File: config.mk
export PLATFORM = sky130hd
export DESIGN_NAME = sfi_frame_if
export DESIGN_NICKNAME = d
export VERILOG_FILES = /design/src/rtl/sfi_pkg.sv /design/src/rtl/sfi_shift_reg.sv /design/src/rtl/sfi_status_pack.sv /design/src/rtl/sfi_cmd_decode.sv /design/src/rtl/sfi_sdo_out.sv /design/src/rtl/sfi_frame_if.sv
export SDC_FILE = /design/constraint.sdc
export NUM_CORES = 1
export LEC_CHECK = 0
export ABC_CLOCK_PERIOD_IN_PS = 1800
export BUFFER_PORTS_ARGS = -buffer_cell sky130_fd_sc_hd__clkbuf_2
export CORE_AREA = 2 2 356 358
export CTS_BUF_LIST = sky130_fd_sc_hd__clkbuf_8
export CTS_CLUSTER_DIAMETER = 40
export CTS_CLUSTER_SIZE = 14
export DETAILED_ROUTE_END_ITERATION = 10
export DIE_AREA = 0 0 358 360
export PLACE_DENSITY = 0.58
export SKIP_LAST_GASP = 1
export SLEW_MARGIN = 10
export SYNTH_ARGS = -nofsm -noshare
export SYNTH_HDL_FRONTEND = slang
export SYNTH_SLANG_ARGS = --single-unit
File: constraint.sdc
create_clock -name sck_i -period 1.8 [get_ports sck_i]
set_clock_uncertainty 0.15 [all_clocks]
set_input_delay 0.27 -clock sck_i [delete_from_list [all_inputs] [get_ports sck_i]]
set_output_delay 0.27 -clock sck_i [all_outputs]
set_load 0.03 [all_outputs]
File: src/rtl/sfi_pkg.sv
package sfi_pkg;

  // width of the command field at the bottom of every frame
  localparam int CMD_W = 8;
  // number of command codes that raise a strobe
  localparam int NUM_CMDS = 4;
  // number of flag bits following the command nibble in the status frame
  localparam int FLAG_W = 4;
  // number of command bits echoed back in the status frame
  localparam int ECHO_W = 4;

  // strobe bit i fires for code CMD_CODES[i]
  localparam logic [CMD_W-1:0] CMD_CODES [NUM_CMDS] = '{8'h10, 8'h20, 8'h31, 8'h4F};

  // status frame width used by the fields, before zero padding
  function automatic int status_used_w(input int channels, input int cor_w);
    return ECHO_W + FLAG_W + channels + channels * cor_w;
  endfunction

endpackage

File: src/rtl/sfi_shift_reg.sv
module sfi_shift_reg #(
  parameter int FW = 584
) (
  input  logic          clk,
  input  logic          rst_n,
  input  logic          shift_en,
  input  logic          load_en,
  input  logic          sdi,
  input  logic [FW-1:0] load_word,
  output logic [FW-1:0] sr
);

  // parallel load wins over shifting; neither means hold
  always_ff @(posedge clk or negedge rst_n) begin
    if (!rst_n) begin
      sr <= '0;
    end else if (load_en) begin
      sr <= load_word;
    end else if (shift_en) begin
      sr <= {sr[FW-2:0], sdi};
    end
  end

endmodule

File: src/rtl/sfi_status_pack.sv
module sfi_status_pack #(
  parameter int CHANNELS = 48,
  parameter int COR_W    = 6,
  parameter int FW       = 584
) (
  input  logic [sfi_pkg::ECHO_W-1:0]   cmd_hi,
  input  logic [sfi_pkg::FLAG_W-1:0]   flags,
  input  logic [CHANNELS-1:0]          nol,
  input  logic [CHANNELS*COR_W-1:0]    cor,
  output logic [FW-1:0]                status_word
);

  localparam int USED_W = sfi_pkg::status_used_w(CHANNELS, COR_W);
  localparam int PAD_W  = FW - USED_W;

  // fields packed MSB downward, zero fill at the bottom
  function automatic logic [FW-1:0] pack_status(
    input logic [sfi_pkg::ECHO_W-1:0] c,
    input logic [sfi_pkg::FLAG_W-1:0] f,
    input logic [CHANNELS-1:0]        n,
    input logic [CHANNELS*COR_W-1:0]  k
  );
    return {c, f, n, k, {PAD_W{1'b0}}};
  endfunction

  assign status_word = pack_status(cmd_hi, flags, nol, cor);

endmodule

File: src/rtl/sfi_cmd_decode.sv
module sfi_cmd_decode #(
  parameter int FW    = 584,
  parameter int PAY_W = 576
) (
  input  logic                          clk,
  input  logic                          rst_n,
  input  logic                          latch_evt,
  input  logic [FW-1:0]                 frame,
  output logic [sfi_pkg::NUM_CMDS-1:0]  cmd_stb,
  output logic [PAY_W-1:0]              payload
);

  localparam int CMD_W = sfi_pkg::CMD_W;

  logic [CMD_W-1:0]             cmd_field;
  logic [sfi_pkg::NUM_CMDS-1:0] code_hit;

  assign cmd_field = frame[CMD_W-1:0];

  // one comparator per known command code
  for (genvar g = 0; g < sfi_pkg::NUM_CMDS; g++) begin : g_code
    assign code_hit[g] = (cmd_field == sfi_pkg::CMD_CODES[g]);
  end

  always_ff @(posedge clk or negedge rst_n) begin
    if (!rst_n) begin
      cmd_stb <= '0;
      payload <= '0;
    end else begin
      cmd_stb <= latch_evt ? code_hit : '0;
      if (latch_evt) begin
        payload <= frame[FW-1:CMD_W];
      end
    end
  end

endmodule

File: src/rtl/sfi_sdo_out.sv
module sfi_sdo_out (
  input  logic clk,
  input  logic rst_n,
  input  logic sr_msb,
  output logic sdo,
  output logic clk_fwd
);

  // retime on the falling edge: half a period of setup for the next device
  always_ff @(negedge clk or negedge rst_n) begin
    if (!rst_n) begin
      sdo <= 1'b0;
    end else begin
      sdo <= sr_msb;
    end
  end

  assign clk_fwd = clk;

endmodule

File: src/rtl/sfi_frame_if.sv
module sfi_frame_if #(
  parameter int CHANNELS = 48,
  parameter int DATA_W   = 12,
  parameter int COR_W    = 6
) (
  input  logic                               sck_i,
  input  logic                               rst_n,
  input  logic                               sdi_i,
  input  logic                               ld_i,
  input  logic                               olt_i,
  input  logic                               syc_i,
  input  logic                               phs_i,
  input  logic                               crd_i,
  input  logic [CHANNELS-1:0]                nol_i,
  input  logic [CHANNELS*COR_W-1:0]          cor_i,
  output logic                               sck_o,
  output logic                               sdo_o,
  output logic [sfi_pkg::NUM_CMDS-1:0]       cmd_stb_o,
  output logic [CHANNELS*DATA_W-1:0]         payload_o
);

  localparam int CMD_W  = sfi_pkg::CMD_W;
  localparam int ECHO_W = sfi_pkg::ECHO_W;
  localparam int PAY_W  = CHANNELS * DATA_W;
  localparam int FW     = PAY_W + CMD_W;

  logic          ld_q;
  logic          latch_evt;
  logic          shift_en;
  logic [FW-1:0] sr_q;
  logic [FW-1:0] status_w;

  // latch request is taken once, at the first rising edge that sees it high
  always_ff @(posedge sck_i or negedge rst_n) begin
    if (!rst_n) begin
      ld_q <= 1'b0;
    end else begin
      ld_q <= ld_i;
    end
  end

  assign latch_evt = ld_i & ~ld_q;
  assign shift_en  = ~ld_i;

  sfi_status_pack #(
    .CHANNELS (CHANNELS),
    .COR_W    (COR_W),
    .FW       (FW)
  ) u_pack (
    .cmd_hi      (sr_q[CMD_W-1 -: ECHO_W]),
    .flags       ({olt_i, syc_i, phs_i, crd_i}),
    .nol         (nol_i),
    .cor         (cor_i),
    .status_word (status_w)
  );

  sfi_shift_reg #(
    .FW (FW)
  ) u_sr (
    .clk       (sck_i),
    .rst_n     (rst_n),
    .shift_en  (shift_en),
    .load_en   (latch_evt),
    .sdi       (sdi_i),
    .load_word (status_w),
    .sr        (sr_q)
  );

  sfi_cmd_decode #(
    .FW    (FW),
    .PAY_W (PAY_W)
  ) u_dec (
    .clk       (sck_i),
    .rst_n     (rst_n),
    .latch_evt (latch_evt),
    .frame     (sr_q),
    .cmd_stb   (cmd_stb_o),
    .payload   (payload_o)
  );

  sfi_sdo_out u_out (
    .clk     (sck_i),
    .rst_n   (rst_n),
    .sr_msb  (sr_q[FW-1]),
    .sdo     (sdo_o),
    .clk_fwd (sck_o)
  );

endmodule

==> results of run 1 <==
==> power breakdown <==
| part | internal (uW) | switching (uW) |
|---|---|---|
| Combinational | 11300 | 9240 |
| Sequential | 28900 | 3050 |
| Clock | 13000 | 12100 |
==> metal layers <==
metal  routed length, um  track usage
met2               84700        0.393
met4               10900        0.142
met1               67400        0.292
met5                  12            0
met3               11000       0.0565
==> sequential cells by signal (all words and copies together), names as in the netlist <==
name and count:
u_dec.payload 576, ld_q 1, u_out.sdo 1, u_dec.cmd_stb 4, u_sr.sr 584
==> through the flow <==
stage	hold WS, ns	instances	TNS [ns]	setup WS [ns]
after CTS	0.00139	7472	-170.64	-1.05
final	0.0673	7736	-105.64	-0.994
after floorplan	-0.176	3764	-0.0526	-0.0526
after global routing	0.0357	7732	-164.72	-1.04
after global placement	-0.00682	6207	-2.66	-0.100
after detailed placement	-0.00690	6207	-4.62	-0.119
==> cells in the final DEF (no fill, tap or decap), types with 19 or more instances in the layout <==
master	synthesis	routed
buf_12	0	60
nor2_1	344	344
clkbuf_8	0	179
mux2i_1	344	340
a21oi_1	344	344
dlygate4sd3_1	0	653
clkbuf_2	0	342
clkbuf_16	0	38
nand3_1	240	239
clkinv_2	0	27
o21ai_0	240	240
dfrtp_1	1165	1148
buf_16	0	38
mux2_4	500	500
bufinv_16	0	23
buf_8	0	592
mux2_2	76	76
inv_1	240	257
clkinvlp_4	0	25
buf_4	2	522
inv_6	0	19
==> cell families (layout without fill, tap and decap cells) <==
| logic type | after synthesis | count (layout) | synth area share |
|---|---|---|---|
| other cells | 0 | 15 | 0 |
| buf+inv | 500 | 2807 | 0.0490 |
| flops | 1166 | 1166 | 0.597 |
| simple gates | 594 | 594 | 0.0525 |
| mux | 920 | 920 | 0.242 |
| compound gates | 584 | 584 | 0.0598 |
==> what timing repair did <==
| action | 4_1_cts | 5_1_grt |
|---|---|---|
| resized for setup | 1196 | 659 |
| endpoints found under the hold margin | 1768 | 0 |
| gates cloned | 17 | 46 |
| setup endpoints to repair | 758 | 1264 |
| buffers inserted | 283 | 205 |
| hold buffers | 654 | 0 |
==> how the worst max path moves through the flow <==
| stage | endpoint | slack [ns] | from |
|---|---|---|---|
| finish | sdo_o | -0.99 | u_out.sdo$_DFF_NN0_ |
| global route | sdo_o | -1.04 | u_out.sdo$_DFF_NN0_ |
| CTS | sdo_o | -1.05 | u_out.sdo$_DFF_NN0_ |
| detailed placement | sdo_o | -0.12 | u_out.sdo$_DFF_NN0_ |
| global placement | sdo_o | -0.10 | u_out.sdo$_DFF_NN0_ |
| floorplan | sdo_o | -0.05 | u_out.sdo$_DFF_NN0_ |
==> area by class of cell <==
class,count,area [sq um]
timing repair buffer,2255,24400
inverter,240,901
multi-input combinational,2098,17300
sequential,1166,29200
fill,8743,47100
tap,1650,2060
clock buffer,179,2450
clock inverter,133,1480
antenna,15,37.5
==> metrics.yaml, run 1 <==
synth_edf_count: 0
core_sq_um: 125000
cp_slowest_cell: "dfrtn_1"
first_iter_violations: 2955
crit_required_ns: 1.38
antenna_found_initial: 16
dpl.hpwl_um: 97100
hold-path-endpoint: "u_sr.sr[458]$_DFFE_PN0P_"
finalPower_uw: 77600
routed_wirelength_um: 174000
cp-start-kind: "flip-flop"
path_buf_inv: 1
layout-drive-gt1-share: 0.411
viasPerCell: 5.03
reg2reg_depth: 6
p_leak_uw: 0.0374
clock_latency_ns: 0.98
hold_path.class: "primary input to flip-flop"
final_nets: 6275
hold_start: "cor_i[218]"
cp.arrival_ns: 2.37
finalWeightedCongestion: 0.896
status: "finished with violations"
placed_cell_area_sq_um: 55900
yosysSeqAreaShare: 0.597
synthMostInstantiatedCell: "dfrtp_1"
num_rows: 130
critPathMaxStageDelay_ns: 0.46
synth_area_leaders: "dfrtp_1 60%, mux2_4 15%, mux2i_1 7.0%"
first_pass_iters: 5
start_util: 0.391
cts_tree: "yes"
antenna_left: 0
synth_flop_cell: "dfrtp_1"
tightest_slew_ns: 0.662
synth_seq_cells: 1166
dieArea_sq_um: 129000
critPathTopFamily: "flip-flops"
grt_pass1_wl_um: 240000
relSlewSlack: 0.559
critPathMaxFanout: 1
crit_cells: 1
wl_per_cell_um: 22.5
area_delta_synth_final_pct: 59.3
violations: "setup timing"
syn_nets: 4108
setup_viol: 802
holdPathStages: 4
hold_viol_final: 0
yosysTopAreaCell: "dfrtp_1"
grt_max_degree: 127
slew_violations: 0
yosysTopAreaCellShare: 0.597
vdd_drop_max_mv: 0.945
gr-total-overflow: 0
vias: 38948
fin_area_sq_um: 77800
power.density_nw_per_um2: 997
setup_ws_ns: -0.994
timing.rr.end: "u_dec.payload[436]$_DFFE_PN0P_"
path_cells: "buf_8"
die_w_um: 358
post-route-util: 0.623
synthTopCellsByCount: "1,165 x dfrtp_1, 500 x mux2_4, 344 x a21oi_1, 344 x mux2i_1, 344 x nor2_1"
rsz0062_at_grt: "yes"
grt_pass1_vias: 39382
ys.warnings.count: 0
path_clk_slew_ns: 0.06
crit_type: "flip-flop to output pin"
yosysUniqueCellTypes: 21
maxCapViolCount: 0
crit_path_end_kind: "output pin"
syn_avg_cell_area_sq_um: 13.0
synthArstFlopShare: 1.00
io_pins: 926
die_y_um: 360
io_buffers: 925
timing.rr.start: "ld_q$_DFF_PN0_"
syn_area_sq_um: 48900
grt_usage: 0.242
r2r_slack_ns: -0.08
syn_inst: 3764
drc_errors: 0
(Power assumes the default switching activity.)
==> inputs of run 2 (changes only) <==
- ABC_AREA: not set -> 1
- CORE_AREA: 2 2 356 358 -> 2 2 360 362
- DIE_AREA: 0 0 358 360 -> 0 0 362 364
- PLACE_DENSITY: 0.58 -> 0.53
==> run 2 against run 1 <==
- the flow still finishes with violations (setup timing)
- die area up 2.2%
- clock power about the same
- final cell count up 11%
- register-to-register slack better by 0.08 ns
- count of clock-buffer cells in the layout up 19
- sequential cell count unchanged
- critical path type unchanged
- largest cell class unchanged
==> metrics.yaml, run 2 <==
synth_top_family_by_area: "simple AND/OR/NAND/NOR gates"
synth_xor_area_frac: 0  # unchanged
crit_type: "flip-flop to output pin"
timing.rr.end: "u_sr.sr[247]$_DFFE_PN0P_"
synthTopCellsByCount: "2,275 x nand2_1, 1,165 x dfrtp_1, 340 x nand3_1, 249 x inv_1, 241 x o21ai_0"
timing.rr.start: "ld_q$_DFF_PN0_"
synth_area_leaders: "dfrtp_1 65%, nand2_1 19%, nand3_1 3.8%"
syn_area_sq_um: 44600  # -8.7%
cp_slowest_cell: "dfrtn_1"
ff_latch_area_sq_um: 29200  # +0.14%
largest_reg_flops: 584  # unchanged
antenna_left: 0  # unchanged
yosysTopAreaCellShare: 0.654  # +0.0570
wl_per_cell_um: 19.5  # -13%
critPathTopFamily: "flip-flops"
path_clk_slew_ns: 0.05  # about the same
first_pass_iters: 6  # +1
cp.arrival_ns: 2.31  # -0.06 ns
setup_viol: 1039  # +30%
gr-total-overflow: 0  # unchanged
cp-start-kind: "flip-flop"
syn_avg_cell_area_sq_um: 9.24  # -29%
start_util: 0.348  # -0.0436
tns_ns: -124.10  # -18.46 ns
yosysUniqueCellTypes: 19  # -9.5%
synth_flop_cell: "dfrtp_1"
clock_latency_ns: 0.98  # about the same
die_y_um: 364  # +1.1%
grt_max_degree: 133  # +4.7%
viasPerCell: 4.84  # -3.9%
yosysTopAreaCell: "dfrtp_1"
synthMuxAreaShare: 0  # -0.242
syn_nets: 5172  # +26%
critPathMaxFanout: 1  # unchanged
synth_edf_count: 0  # unchanged
routed_wirelength_um: 168000  # -3.4%
top_regs: "u_sr.sr: 584 flops, u_dec.payload: 576 flops, u_dec.cmd_stb: 4 flops"
reg2reg_depth: 5  # -1
setup_ws_ns: -0.929  # +0.0649 ns
vias: 41686  # +7.0%
holdPathStages: 3  # -1
num_rows: 132  # +1.5%
place_ws_ns: -0.0944  # +0.0250 ns
drc_errors: 0  # unchanged
syn_inst: 4828  # +28%
fill_cells: 10909  # +25%
crit_required_ns: 1.38  # about the same
hold_viol_final: 0  # unchanged
critPathMaxStageDelay_ns: 0.42  # -0.04 ns
cts_tree: "yes"
rsz0062_at_grt: "yes"
hold-path-endpoint: "u_sr.sr[4]$_DFFE_PN0P_"
r2r_slack_ns: 0  # +0.08 ns
status: "finished with violations"
dieArea_sq_um: 132000  # +2.2%
antenna_found_initial: 32  # +16
grt_pass1_vias: 41875  # +6.3%
synth-compound-area-share: 0.0619  # +0.00209
maxCapViolCount: 0  # unchanged
io_buffers: 925  # unchanged
synthMostInstantiatedCell: "nand2_1"
hold_start: "ld_i"
path_buf_inv: 1  # unchanged
path_cells: "buf_8"
die_w_um: 362  # +1.1%
layout-drive-gt1-share: 0.250  # -0.161
slew_violations: 0  # unchanged
ys.warnings.count: 0  # unchanged
layoutNonFillerInstCount: 8613  # +11%
final_nets: 7112  # +13%
area_delta_synth_final_pct: 59.2  # about the same
relSlewSlack: 0.435  # -0.124
multi_input_area_sq_um: 13100  # -25%
crit_path_end_kind: "output pin"
grt_pass1_wl_um: 247000  # +3.1%
first_iter_violations: 3897  # +32%
grt_usage: 0.241  # -0.000401
p_leak_uw: 0.0351  # -6.3%
tightest_slew_ns: 0.848  # +0.186 ns
layout_common_cells: "2,275 x nand2_1, 1,113 x dfrtp_1, 688 x dlygate4sd3_1"
final_common_cell: "nand2_1"
hold_path.class: "primary input to flip-flop"
finalWeightedCongestion: 0.896  # about the same
synth_seq_cells: 1166  # unchanged
violations: "setup timing"
synth-simple-area-share: 0.231  # +0.178
vdd_drop_max_mv: 0.743  # -21%
synthArstFlopShare: 1.00  # unchanged
max_flop_register: "u_sr.sr"
io_pins: 926  # unchanged
power.density_nw_per_um2: 991  # -0.58%
core_sq_um: 128000  # +2.7%
yosysSeqAreaShare: 0.654  # +0.0570
dpl.hpwl_um: 106000  # +8.9%
dp.cells: 7282  # +17%
synthAdderAreaFrac: 0  # unchanged
[run 2: cell types whose count changed in the layout (fill, tap and decap cells not counted), moves of 36 or more]
cell,change
buf_4,-143
a21oi_1,-344
mux2i_1,-340
mux2_2,-76
nand2_1,+2275
nor2_1,-337
dfrtp_2,+36
nand3_1,+101
clkbuf_16,-38
buf_16,-38
o22ai_1,+239
mux2_4,-500
[run 2: metrics by stage]
| stage | power [uW] | instance area [sq um] | utilization | hold WS, ns |
|---|---|---|---|---|
| 6_report | 70400 | 71000 | 0.554 | 0.164 |
| 5_1_grt | 73300 | 71000 | 0.553 | 0.0831 |
| 4_1_cts | 69100 | 69100 | 0.538 | 0.00120 |
| 3_5_place_dp | 40100 | 51900 | 0.405 | 0.167 |
| 3_3_place_gp | 40000 | 51900 | 0.405 | 0.174 |
| 2_1_floorplan | 35600 | 44600 | - | -0.176 |
[run 2: worst min-delay path, delay by kind of cell]
family	cells	cell delay (ns)
buf+inv	2	0.81
compound gates	1	0.11
[run 2: report_power, final]
| group | total [uW] | switching [uW] | internal [uW] |
|---|---|---|---|
| Clock | 25100 | 12000 | 13100 |
| Sequential | 30900 | 2390 | 28500 |
| Combinational | 14400 | 7420 | 6970 |
[run 2: cell families after synthesis]
family,count (synthesis)
AOI/OAI and AO/OA,488
buffers and inverters,547
DFF,1166
and+or+nand+nor,2627
[run 2: metal layers]
| metal | routed length [um] | share of wire | vias up | global-route usage |
|---|---|---|---|---|
| met5 | 72 | 0.00043 | - | 0 |
| met4 | 9920 | 0.059 | 14 | 0.133 |
| met3 | 14400 | 0.086 | 563 | 0.0761 |
| met2 | 78600 | 0.47 | 1797 | 0.381 |
| met1 | 65100 | 0.39 | 20105 | 0.294 |
| li1 | - | - | 19207 | - |
[run 2: worst max path at each step]
stage,from,cells after the start,slack [ns],to
finish,u_out.sdo$_DFF_NN0_,1,-0.93,sdo_o
global route,u_out.sdo$_DFF_NN0_,1,-1.02,sdo_o
CTS,u_out.sdo$_DFF_NN0_,1,-1.07,sdo_o
detailed placement,u_out.sdo$_DFF_NN0_,1,-0.09,sdo_o
global placement,u_out.sdo$_DFF_NN0_,1,-0.09,sdo_o
floorplan,u_out.sdo$_DFF_NN0_,0,-0.05,sdo_o
[run 2: cell type report]
cell class              count  share of cell area
multi-input cells        3115               0.184
flip-flops and latches   1166               0.412
clock buffers             198              0.0382
clock inverters           125              0.0188
diodes                     24            0.000846
well taps                1675              0.0295
inverters                 252              0.0138
repair buffers           2058               0.303
[run 2: repair_timing]
action	in CTS	in global routing
hold buffers	689	0
endpoints found under the setup margin	582	1545
gates resized for setup	1195	598
setup buffers	143	153
pin swaps	0	0
gates cloned	0	0
endpoints found under the hold margin	2077	0
